## config.mk

```make
export PLATFORM = sky130hd
export DESIGN_NAME = lane_los_monitor
export DESIGN_NICKNAME = d
export VERILOG_FILES = /design/src/rtl/los_pkg.sv /design/src/rtl/los_tick_gen.sv /design/src/rtl/los_lane_front.sv /design/src/rtl/los_quiet_eval.sv /design/src/rtl/lane_los_monitor.sv
export SDC_FILE = /design/constraint.sdc
export NUM_CORES = 1
export LEC_CHECK = 0
export ABC_AREA = 1
export BUFFER_PORTS_ARGS = -buffer_cell sky130_fd_sc_hd__buf_2
export CAP_MARGIN = 30
export CORE_MARGIN = 2
export CORE_UTILIZATION = 40
export DETAILED_ROUTE_END_ITERATION = 10
export GPL_TIMING_DRIVEN = 0
export PLACE_DENSITY_LB_ADDON = 0.1
export SLEW_MARGIN = 25
export SYNTH_ARGS = -nofsm -noshare
export SYNTH_HDL_FRONTEND = slang
export SYNTH_SLANG_ARGS = --single-unit
```

## constraint.sdc

```tcl
create_clock -name clk -period 1.7 [get_ports clk]
set_input_delay 0.17 -clock clk [delete_from_list [all_inputs] [get_ports clk]]
set_output_delay 0.17 -clock clk [all_outputs]
set_load 0.03 [all_outputs]
```

## src/rtl/los_pkg.sv

```systemverilog
package los_pkg;

  // Width of a counter that must hold values 0..n-1 (at least one bit).
  function automatic int unsigned cnt_width(int unsigned n);
    return (n < 2) ? 1 : $clog2(n);
  endfunction

  // Increment that wraps to zero after period-1.
  function automatic int unsigned wrap_inc(int unsigned v, int unsigned period);
    return (v + 1 >= period) ? 0 : v + 1;
  endfunction

  // Increment that stops at lim.
  function automatic int unsigned sat_inc(int unsigned v, int unsigned lim);
    return (v >= lim) ? lim : v + 1;
  endfunction

  // True when a quiet count has reached the assertion threshold.
  function automatic bit quiet_reached(int unsigned v, int unsigned lim);
    return v >= lim;
  endfunction

endpackage

```

## src/rtl/los_tick_gen.sv

```systemverilog
module los_tick_gen
  import los_pkg::*;
#(
  parameter int unsigned TICK_CYCLES = 500
) (
  input  logic clk,
  input  logic rst,
  output logic tick_o
);

  localparam int unsigned CW = cnt_width(TICK_CYCLES);

  logic [CW-1:0] presc_q;

  assign tick_o = (presc_q == CW'(TICK_CYCLES - 1));

  always_ff @(posedge clk) begin
    if (rst) begin
      presc_q <= '0;
    end else begin
      presc_q <= CW'(wrap_inc(32'(presc_q), TICK_CYCLES));
    end
  end

endmodule

```

## src/rtl/los_lane_front.sv

```systemverilog
module los_lane_front
  import los_pkg::*;
#(
  parameter int unsigned NUM_LANES   = 4,
  parameter int unsigned SYNC_STAGES = 2
) (
  input  logic                          clk,
  input  logic                          rst,
  input  logic [NUM_LANES-1:0]          lanes_i,
  input  logic [cnt_width(NUM_LANES)-1:0] sel_i,
  output logic                          data_o,
  output logic                          edge_o,
  output logic                          sel_chg_o
);

  localparam int unsigned SEL_W = cnt_width(NUM_LANES);
  localparam int unsigned FW    = cnt_width(SYNC_STAGES + 1);

  logic             lane_data;
  logic [SEL_W-1:0] sel_q;
  logic [SYNC_STAGES:0] pipe_q;
  logic [FW-1:0]    fill_q;
  logic             fill_full;

  // Lane multiplexer.
  always_comb begin
    lane_data = 1'b0;
    for (int i = 0; i < NUM_LANES; i++) begin
      if (sel_i == SEL_W'(i)) lane_data = lanes_i[i];
    end
  end

  assign data_o    = lane_data;
  assign sel_chg_o = (sel_i != sel_q);

  always_ff @(posedge clk) begin
    sel_q <= sel_i;
  end

  // Synchronizer chain plus one history stage; no reset so that the
  // current lane level is shifted in during reset.
  always_ff @(posedge clk) begin
    pipe_q[0] <= lane_data;
  end

  for (genvar g = 1; g <= SYNC_STAGES; g++) begin : g_pipe
    always_ff @(posedge clk) begin
      pipe_q[g] <= pipe_q[g-1];
    end
  end

  // History fill: edges only count once both compared stages hold
  // samples taken from the current lane.
  assign fill_full = (fill_q == FW'(SYNC_STAGES));

  always_ff @(posedge clk) begin
    if (rst || sel_chg_o) begin
      fill_q <= '0;
    end else if (!fill_full) begin
      fill_q <= FW'(sat_inc(32'(fill_q), SYNC_STAGES));
    end
  end

  assign edge_o = fill_full && (pipe_q[SYNC_STAGES-1] != pipe_q[SYNC_STAGES]);

endmodule

```

## src/rtl/los_quiet_eval.sv

```systemverilog
module los_quiet_eval
  import los_pkg::*;
#(
  parameter int unsigned QUIET_WINDOWS = 1
) (
  input  logic clk,
  input  logic rst,
  input  logic tick_i,
  input  logic edge_i,
  input  logic sel_chg_i,
  output logic seen_o,
  output logic partial_o,
  output logic los_o
);

  localparam int unsigned QW = cnt_width(QUIET_WINDOWS + 1);

  logic          act_q;
  logic          partial_q;
  logic          los_q;
  logic [QW-1:0] quiet_q;
  logic [QW-1:0] quiet_nxt;

  assign seen_o    = act_q | edge_i;
  assign partial_o = partial_q;
  assign los_o     = los_q;
  assign quiet_nxt = QW'(sat_inc(32'(quiet_q), QUIET_WINDOWS));

  always_ff @(posedge clk) begin
    if (rst) begin
      act_q     <= 1'b0;
      partial_q <= 1'b0;
      quiet_q   <= '0;
      los_q     <= 1'b1;
    end else if (sel_chg_i) begin
      act_q     <= 1'b0;
      partial_q <= 1'b1;
      quiet_q   <= '0;
    end else if (tick_i) begin
      act_q <= 1'b0;
      if (seen_o) begin
        quiet_q   <= '0;
        partial_q <= 1'b0;
        los_q     <= 1'b0;
      end else if (partial_q) begin
        partial_q <= 1'b0;
      end else begin
        quiet_q <= quiet_nxt;
        if (quiet_reached(32'(quiet_nxt), QUIET_WINDOWS)) los_q <= 1'b1;
      end
    end else if (edge_i) begin
      act_q <= 1'b1;
    end
  end

endmodule

```

## src/rtl/lane_los_monitor.sv

```systemverilog
module lane_los_monitor
  import los_pkg::*;
#(
  parameter int unsigned NUM_LANES     = 4,
  parameter int unsigned TICK_CYCLES   = 500,
  parameter int unsigned SYNC_STAGES   = 2,
  parameter int unsigned QUIET_WINDOWS = 1
) (
  input  logic                            clk,
  input  logic                            rst,
  input  logic [NUM_LANES-1:0]            lanes_i,
  input  logic [cnt_width(NUM_LANES)-1:0] sel_i,
  output logic                            data_o,
  output logic                            los_o
);

  logic tick_w;
  logic edge_w;
  logic sel_chg_w;
  logic seen_w;
  logic partial_w;

  los_tick_gen #(
    .TICK_CYCLES(TICK_CYCLES)
  ) u_tick (
    .clk    (clk),
    .rst    (rst),
    .tick_o (tick_w)
  );

  los_lane_front #(
    .NUM_LANES   (NUM_LANES),
    .SYNC_STAGES (SYNC_STAGES)
  ) u_front (
    .clk       (clk),
    .rst       (rst),
    .lanes_i   (lanes_i),
    .sel_i     (sel_i),
    .data_o    (data_o),
    .edge_o    (edge_w),
    .sel_chg_o (sel_chg_w)
  );

  los_quiet_eval #(
    .QUIET_WINDOWS(QUIET_WINDOWS)
  ) u_eval (
    .clk       (clk),
    .rst       (rst),
    .tick_i    (tick_w),
    .edge_i    (edge_w),
    .sel_chg_i (sel_chg_w),
    .seen_o    (seen_w),
    .partial_o (partial_w),
    .los_o     (los_o)
  );

endmodule

```

==> impl_metrics.toml, run 1 <==
[run_status]
status = "finished clean"

[yosys]
seq_area_frac_synth_pct = 43.8
yosysTopAreaCell = "dfxtp_1"
yosys_register_bits = 19
syn_area_sq_um = 868
yosysWarnings = 0
synthTopCellsByArea = "dfxtp_1, nand2_1, inv_1, nor2_1, nand3_1"
syn-num-nets = 127
syn_avg_cell_area_sq_um = 7.42
synth.distinct_cells = 21
synth_top_cell_area_share_pct = 43.8
syn_inst = 117

[critical_path]
reg2reg_from = "u_tick.presc_q[0]$_SDFF_PP0_"
path_cells = "ha_2 -> inv_1 -> nor2_4 -> nand3_1 -> nand2_1 -> nand2_1 -> nor2_2 -> nand2_2 -> nand2_4 -> nor2_1"
critPathMaxStageDelay_ns = 0.39
r2r-end = "u_tick.presc_q[0]$_SDFF_PP0_"
critPathTopFamily = "simple AND/OR/NAND/NOR gates"
reg2reg_slack_ns = 0.19
crit_start = "u_tick.presc_q[0]$_SDFF_PP0_"
reg2regPathDepth = 10
cpMostUsedCell = "nand2_1"
crit_path_start_kind = "flip-flop"
crit_path_end_kind = "flip-flop"
cpMaxStageDelayCell = "dfxtp_4"
cp.arrival_ns = 1.70
path_buf_inv = 1
required_ns = 1.90
critPathMaxFanout = 9
crit_type = "flip-flop to flip-flop"

[layout]
multiInputGateArea_sq_um = 407
final_common_cell = "nand2_1"
syn_to_final_growth_pct = 13.4
ff_latch_area_sq_um = 385
layout-drive-gt1-share_pct = 20.8
diodes = 0
final_cells = 157
mostFrequentLayoutCells = "nand2_1, inv_1, dfxtp_1, nor2_1, nand3_1"
n_fill_cell = 228
nets = 141

[floorplan]
dieHeight_um = 50.6
ios = 10
die_area_sq_um = 2560
core-area_sq_um = 2000
start_util_pct = 43.4
core.rowCount = 16
dieWidth_um = 50.6

[timing]
worstMarginPinSlew_ns = 0.316
finalSetupViolCount = 0
final-max-slew-violation-count = 0
relSlewSlack_pct = 78.9
period_minus_slack_ns = 1.51
skew_ns = 0.00519
fmax_mhz = 663
final_hold_viol_count = 0
finalSetupTns_ns = 0
grt_setup_unrepaired = "no"
min_period_over_period_pct = 88.7

[clock_tree]
cts_tree = "built"
postCtsHoldBufs = 0
clock_latency_ns = 0.30
cts_made_buffers = 3
clkTransAtPathRegs_ns = 0.10
clock_tree.buffer_depth = 2
h-tree-depth = 1
clkSinkCount = 19
root_buffer = "clkbuf_4"

[route]
detail_route.first_pass.iterations = 4
drt-total-wl_mm = 1.52
antenna_left = 0
vias_per_cell = 4.54
dr.first_iter.drc_count = 12
vias = 712
wl_per_cell_um = 9.69
drc = 0

[grt]
grt_pass1_vias = 648
antenna_found_initial = 0
grt_pass1_wl_mm = 2.64
grt_overflow_total = 0
track_usage_pct = 14.1
grt_max_degree = 12

[min_path]
hp-start = "sel_i[1]"
hold_class = "input port to flip-flop"
holdPathEnd = "u_front.sel_q[1]$_DFF_P_"
hold_depth = 1

[power_and_ir_drop]
vdd_ir_drop_max_uv = 540
powerDensity_nw_per_um2 = 783
power_uw = 771
power_leakage_nw = 0.405

[flow_run]
drv_cap = 0

[place]
dpl.cell_count = 153
portBuffers = 9
gp_congestion = 0.756
post-dp-hpwl_mm = 1.15
==> timing repair <==
item,4_1_cts,5_1_grt
gates resized for setup,0,5
buffers inserted,0,0
endpoints found under the setup margin,0,10
==> cell families after synthesis <==
kind of cell,synth area share [%]
and+or+nand+nor,35.0
buffers and inverters,9.94
DFF,43.8
AOI/OAI and AO/OA,5.33
xor gates and xnor gates,3.03
adders and majority gates,2.88
==> sequential cells by signal, indices dropped and copies added, names as in the netlist <==
signal / count
u_eval.los_o: 1
u_tick.presc_q: 9
u_front.pipe_q: 3
u_eval.act_q: 1
u_eval.partial_o: 1
u_front.fill_q: 2
u_front.sel_q: 2
==> cell usage after synthesis <==
library cell,count
nor2_4,1
nand4_1,3
nor3b_1,1
dfxtp_1,19
nand2_2,2
and2_1,1
buf_4,2
nand3_1,11
o21ai_0,3
nor2_1,17
a211oi_1,1
nor2_2,3
nand2_1,22
xnor2_1,3
nor3_1,2
or2_2,1
o32ai_1,1
nand2_4,1
o21bai_1,2
inv_1,19
ha_1,2
==> worst max-delay path by stage <==
| stage | to | depth (start not counted) | slack (ns) |
|---|---|---|---|
| finish | u_tick.presc_q[0]$_SDFF_PP0_ | 10 | 0.19 |
| global route | u_eval.los_o$_SDFFE_PP1P_ | 8 | 0.02 |
| CTS | u_tick.presc_q[8]$_SDFF_PP0_ | 10 | 0.05 |
| detailed placement | u_tick.presc_q[8]$_SDFF_PP0_ | 10 | 0.07 |
| global placement | u_tick.presc_q[2]$_SDFF_PP0_ | 10 | 0.1 |
| floorplan | u_tick.presc_q[0]$_SDFF_PP0_ | 10 | 0.29 |
==> final cells by class <==
cell class | instances | area share (%)
multi-input combinational | 77 | 41.3
clock buffer | 3 | 2.29
clock inverter | 1 | 0.508
buffer | 2 | 1.52
tap | 27 | 3.43
sequential | 19 | 39.1
inverter | 19 | 7.24
timing repair buffer | 9 | 4.57
==> metrics by stage <==
stage,cell area (sq um),util [%],hold WS (ns),setup WS (ns)
global placement,947,47.3,0.311,0.0977
CTS,975,48.7,0.00954,0.0541
finish,985,49.2,0.0159,0.192
global route,985,49.2,0.00433,0.0220
detailed placement,947,47.3,0.314,0.0691
floorplan,868,-,0.198,0.291
==> layer usage <==
| layer | global-route usage [%] | vias to the layer above | share of wire (%) |
|---|---|---|---|
| met1 | 18.3 | 297 | 50 |
| met4 | 9.46 | 0 | 2.8 |
| li1 | - | 391 | - |
| met5 | 0 | - | 0 |
| met2 | 20.4 | 19 | 43 |
| met3 | 3.57 | 5 | 4.9 |
==> power breakdown <==
| group | total, mW | internal [mW] | switching [mW] |
|---|---|---|---|
| Clock | 0.222 | 0.0877 | 0.134 |
| Combinational | 0.0717 | 0.0298 | 0.0419 |
| Sequential | 0.477 | 0.465 | 0.0123 |
| Total | 0.771 | 0.583 | 0.189 |
(Power assumes the default switching activity.)
==> inputs of run 2 (changes only) <==
Settings changed: ABC_AREA 1 to 0.
==> impl_metrics.toml, run 2 <==
[run_status]
status = "complete, but fails checks"
violations = "setup timing"

[floorplan]
start_util_pct = 41.5
core.rowCount = 17
core-area_sq_um = 2170
ios = 10
die_area_sq_um = 2640
dieHeight_um = 51.4
dieWidth_um = 51.4

[timing]
fmax_mhz = 583
holdWs_ns = 0.0128
relSlewSlack_pct = 72.0
final-max-slew-violation-count = 0
min_period_over_period_pct = 101
skew_ns = 0.00297
final_hold_viol_count = 0
worstMarginPinSlew_ns = 0.416
period_minus_slack_ns = 1.72
setup_ws_ns = -0.0154
grt_setup_unrepaired = "yes"
finalSetupViolCount = 3

[critical_path]
cp.arrival_ns = 1.94
critPathMaxFanout = 6
reg2reg_slack_ns = -0.02
reg2reg_from = "u_tick.presc_q[0]$_SDFF_PP0_"
crit_type = "flip-flop to flip-flop"
cpMostUsedCell = "a2111oi_4"
path_cells = "ha_4 -> and2b_2 -> a2111oi_4 -> a2111oi_4 -> buf_4 -> a211oi_2"
critPathMaxStageDelay_ns = 0.43
required_ns = 1.92
crit_path_start_kind = "flip-flop"
cpMaxStageDelayCell = "a2111oi_4"
crit_path_end_kind = "flip-flop"
reg2regPathDepth = 6
r2r-end = "u_tick.presc_q[0]$_SDFF_PP0_"

[yosys]
yosysTopAreaCell = "dfxtp_1"
synth_edf_count = 0
yosys_register_bits = 19
yosysWarnings = 0
ys_top_cells_by_count = "dfxtp_1, a211oi_1, xnor2_1"
syn_inst = 83
synth_top_cell_area_share_pct = 42.3
seq_area_frac_synth_pct = 42.3
synth_top_flop_cell = "dfxtp_1"
async_flop_share_pct = 0
syn-num-nets = 93
syn_avg_cell_area_sq_um = 10.8
synth_most_common_cell = "dfxtp_1"
syn_area_sq_um = 900
synth.distinct_cells = 36
synthTopCellsByArea = "dfxtp_1, a2111oi_4, a211oi_1, xnor2_1, xor2_1"

[grt]
track_usage_pct = 15.3
grt_overflow_total = 0
grt_max_degree = 13
grt_pass1_vias = 681
grt_pass1_wl_mm = 3.00
antenna_found_initial = 0

[layout]
layout-drive-gt1-share_pct = 43.4
largest_register = "u_tick.presc_q"
fin_util_pct = 53.9
final_common_cell = "dfxtp_1"
final_cells = 134
multiInputGateArea_sq_um = 557
ff_latch_area_sq_um = 388
n_fill_cell = 212
largest_reg_flops = 9
nets = 117
mostFrequentLayoutCells = "dfxtp_1, buf_4, buf_2, a211oi_2"
diodes = 0
syn_to_final_growth_pct = 30.0
reg_top3 = "u_tick.presc_q x9, u_front.pipe_q x3"

[place]
post-dp-hpwl_mm = 1.15
dpl.cell_count = 120
gp_congestion = 0.791
portBuffers = 9
place_ws_ns = -0.213

[power_and_ir_drop]
power_leakage_nw = 0.417
clkPwrFrac_pct = 29.5
p_sw_uw = 212
power_uw = 817
vdd_ir_drop_max_uv = 631
pwr-share-comb_pct = 12.0
seq_power_share_pct = 58.5
powerDensity_nw_per_um2 = 698
internal_power_uw = 605
swShare_pct = 25.9

[route]
detail_route.first_pass.iterations = 4
drc = 0
vias_per_cell = 5.25
drt-total-wl_mm = 1.74
vias = 704
dr.first_iter.drc_count = 11
antenna_left = 0
wl_per_cell_um = 13.0

[clock_tree]
clkTransAtPathRegs_ns = 0.12
h-tree-depth = 1
cts_made_buffers = 3
clock_tree.buffer_depth = 2
clkSinkCount = 19
root_buffer = "clkbuf_4"
cts_tree = "built"
clock_latency_ns = 0.30

[min_path]
hp-start = "sel_i[0]"
hold_depth = 1
hold_class = "input port to flip-flop"
holdPathEnd = "u_front.sel_q[0]$_DFF_P_"

[flow_run]
drv_cap = 0
run 2: final cells by class:
cell class	count	area share (%)
buffer	3	2.57
tap	28	2.99
clock inverter	1	0.642
timing repair buffer	19	10.5
sequential	19	33.2
multi-input combinational	59	47.6
inverter	2	0.642
clock buffer	3	1.93
run 2: worst max-delay path: cells and delay by family, from the launching register on:
| family | cells | cell delay [ns] |
|---|---|---|
| compound gates | 3 | 0.67 |
| fa+ha+maj | 1 | 0.16 |
| simple gates | 1 | 0.24 |
| flops | 1 | 0.38 |
| buf+inv | 1 | 0.18 |
run 2: worst max-delay path by stage:
stage / start / end / cells after the start
after CTS: u_tick.presc_q[1]$_SDFF_PP0_ / u_tick.presc_q[3]$_SDFF_PP0_ / 6
final: u_tick.presc_q[0]$_SDFF_PP0_ / u_tick.presc_q[0]$_SDFF_PP0_ / 6
after global routing: u_tick.presc_q[0]$_SDFF_PP0_ / u_tick.presc_q[2]$_SDFF_PP0_ / 6
after detailed placement: u_tick.presc_q[0]$_SDFF_PP0_ / u_tick.presc_q[7]$_SDFF_PP0_ / 5
after global placement: u_tick.presc_q[0]$_SDFF_PP0_ / u_tick.presc_q[7]$_SDFF_PP0_ / 5
after floorplan: u_tick.presc_q[0]$_SDFF_PP0_ / u_tick.presc_q[0]$_SDFF_PP0_ / 5
run 2: kinds of logic after synthesis:
kind of cell	synth area share, %
AOI/OAI and AO/OA	22.0
xor gates and xnor gates	8.76
adders and majority gates	2.78
buffers and inverters	3.75
DFF	42.3
muxes	2.50
and+or+nand+nor	17.9
run 2: power groups by stage:
stage	registers (mW)	logic [mW]	clock network, mW
finish	0.478	0.0981	0.241
global route	0.481	0.110	0.268
CTS	0.478	0.0947	0.250
detailed placement	0.496	0.0696	0
global placement	0.495	0.0684	0
floorplan	0.491	0.0488	0
run 2: through the flow:
| step | setup TNS, ns | area (sq um) |
|---|---|---|
| 5_1_grt | -0.578 | 1170 |
| 2_1_floorplan | 0 | 915 |
| 3_5_place_dp | -1.60 | 995 |
| 6_report | -0.0312 | 1170 |
| 3_3_place_gp | -1.39 | 995 |
| 4_1_cts | -0.00387 | 1120 |
run 2: metal layers:
layer / wire, um / vias up / track usage, %
li1: - / 361 / -
met1: 886 / 326 / 20.9
met2: 777 / 13 / 23.5
met3: 60 / 4 / 3.51
met4: 18 / 0 / 5.26
met5: 0 / - / 0
run 2: timing repair:
item,in CTS,in global routing
hold endpoints to repair,1,0
setup buffers,7,2
setup endpoints to repair,9,9
pin swaps,6,9
hold buffers,1,0
gates resized for setup,8,5
==> inputs of run 3 (changes only) <==
Settings changed: CELL_PAD_IN_SITES_DETAIL_PLACEMENT set to 1, CELL_PAD_IN_SITES_GLOBAL_PLACEMENT set to 1, CORE_UTILIZATION 40 to 43, SETUP_SLACK_MARGIN set to 0.1.
==> impl_metrics.toml, run 3 (synthesized netlist as in run 2, its figures left out) <==
[layout]
ff_latch_area_sq_um = 388
largest_register = "u_tick.presc_q"
multiInputGateArea_sq_um = 559
diodes = 0
final_cells = 134
syn_to_final_growth_pct = 32.0
largest_reg_flops = 9
n_fill_cell = 235
layout-drive-gt1-share_pct = 44.9
reg_top3 = "u_tick.presc_q x9, u_front.pipe_q x3"
final_common_cell = "dfxtp_1"
mostFrequentLayoutCells = "dfxtp_1, buf_2, buf_4, a211oi_2, buf_6"
nets = 118

[floorplan]
start_util_pct = 45.9
core-area_sq_um = 1960
core.rowCount = 16
ios = 10
dieHeight_um = 49.7
die_area_sq_um = 2470
dieWidth_um = 49.7

[route]
dr.first_iter.drc_count = 8
wl_per_cell_um = 16.7
drc = 0
antenna_left = 0
vias_per_cell = 5.55
vias = 744
drt-total-wl_mm = 2.23
detail_route.first_pass.iterations = 3

[power_and_ir_drop]
powerDensity_nw_per_um2 = 682
vdd_ir_drop_max_uv = 492
power_leakage_nw = 0.428
power_uw = 809

[critical_path]
reg2reg_from = "u_tick.presc_q[0]$_SDFF_PP0_"
cp-endpoint = "u_tick.presc_q[0]$_SDFF_PP0_"
reg2regPathDepth = 6
reg2reg_slack_ns = -0.02
crit_path_start_kind = "flip-flop"
crit_path_end_kind = "flip-flop"
required_ns = 1.90
crit_type = "flip-flop to flip-flop"
critPathMaxFanout = 8
crit_start = "u_tick.presc_q[0]$_SDFF_PP0_"
r2r-end = "u_tick.presc_q[0]$_SDFF_PP0_"
cp.arrival_ns = 1.91

[grt]
grt_pass1_wl_mm = 3.67
antenna_found_initial = 0
grt_pass1_vias = 807
track_usage_pct = 20.0
grt_overflow_total = 0
grt_max_degree = 12

[clock_tree]
cts_tree = "built"
cts_made_buffers = 3
clock_tree.buffer_depth = 2
clock_latency_ns = 0.30
h-tree-depth = 1
clkSinkCount = 19
clkTransAtPathRegs_ns = 0.10
root_buffer = "clkbuf_4"

[timing]
relSlewSlack_pct = 71.5
final_hold_viol_count = 0
worstMarginPinSlew_ns = 0.422
finalSetupViolCount = 4
grt_setup_unrepaired = "yes"
min_period_over_period_pct = 101
finalSetupTns_ns = -0.0442
period_minus_slack_ns = 1.72
final-max-slew-violation-count = 0
setup_ws_ns = -0.0163
fmax_mhz = 583
skew_ns = 0.00321

[place]
gp_congestion = 0.722
portBuffers = 9
post-dp-hpwl_mm = 1.34
dpl.cell_count = 119

[min_path]
hold_class = "input port to flip-flop"
hp-start = "sel_i[0]"

[run_status]
status = "complete, but fails checks"
violations = "setup timing"

[flow_run]
drv_cap = 0
==> run 3: cell types whose count changed in the layout (fill, tap and decap cells not counted), sizes merged <==
cell / change
clkinvlp: -1
buf: +1
clkinv: +1
==> run 3: worst min-delay path by stage <==
stage                                      endpoint  depth (start not counted)  slack, ns
after global placement    u_front.pipe_q[1]$_DFF_P_                          0       0.32
after global routing       u_front.sel_q[0]$_DFF_P_                          1       0.02
after CTS                  u_front.sel_q[1]$_DFF_P_                          1     0.0005
final                      u_front.sel_q[0]$_DFF_P_                          1       0.02
after detailed placement   u_front.sel_q[1]$_DFF_P_                          1       0.32
after floorplan            u_front.sel_q[0]$_DFF_P_                          0       0.20
==> run 3: worst max-delay path, stage by stage, from the launching register on <==
cell and delay [ns]:
dfxtp_4 0.38, buf_6 0.13, nand4_1 0.13, or3_4 0.37, a2111oi_4 0.32, buf_4 0.21, a211oi_2 0.07
==> run 3: cell type report <==
class,count,share of cell area [%]
inverter,2,0.632
tap,27,2.85
clock buffer,3,1.90
sequential,19,32.7
timing repair buffer,20,11.9
clock inverter,1,0.421
buffer,3,2.53
multi-input combinational,59,47.1
==> run 3: metrics by stage <==
step	instance area (sq um)	setup WS, ns	hold slack, ns	utilization [%]
3_5_place_dp	996	-0.135	0.319	50.8
6_report	1190	-0.0163	0.0215	60.5
3_3_place_gp	996	-0.154	0.315	50.8
4_1_cts	1140	0.0154	0.000523	58.4
5_1_grt	1190	-0.0674	0.0177	60.5
2_1_floorplan	917	0.118	0.198	-
==> run 3: power breakdown <==
part	switching, mW	internal, mW
Clock	0.138	0.0878
Sequential	0.0131	0.466
Combinational	0.0551	0.0495
==> run 3: what timing repair did <==
item / in CTS / in global routing
hold endpoints to repair: 0 / 1
setup buffers: 8 / 2
hold buffers: 0 / 1
pin swaps: 5 / 3
resized for setup: 11 / 5
setup endpoints to repair: 9 / 9
==> run 3: per-layer routing <==
layer,vias up,global-route usage [%],wire length (um)
li1,357,-,-
met1,371,22.1,978
met2,11,35.6,1160
met3,5,5.45,62
met4,0,8.33,28
met5,-,0,0
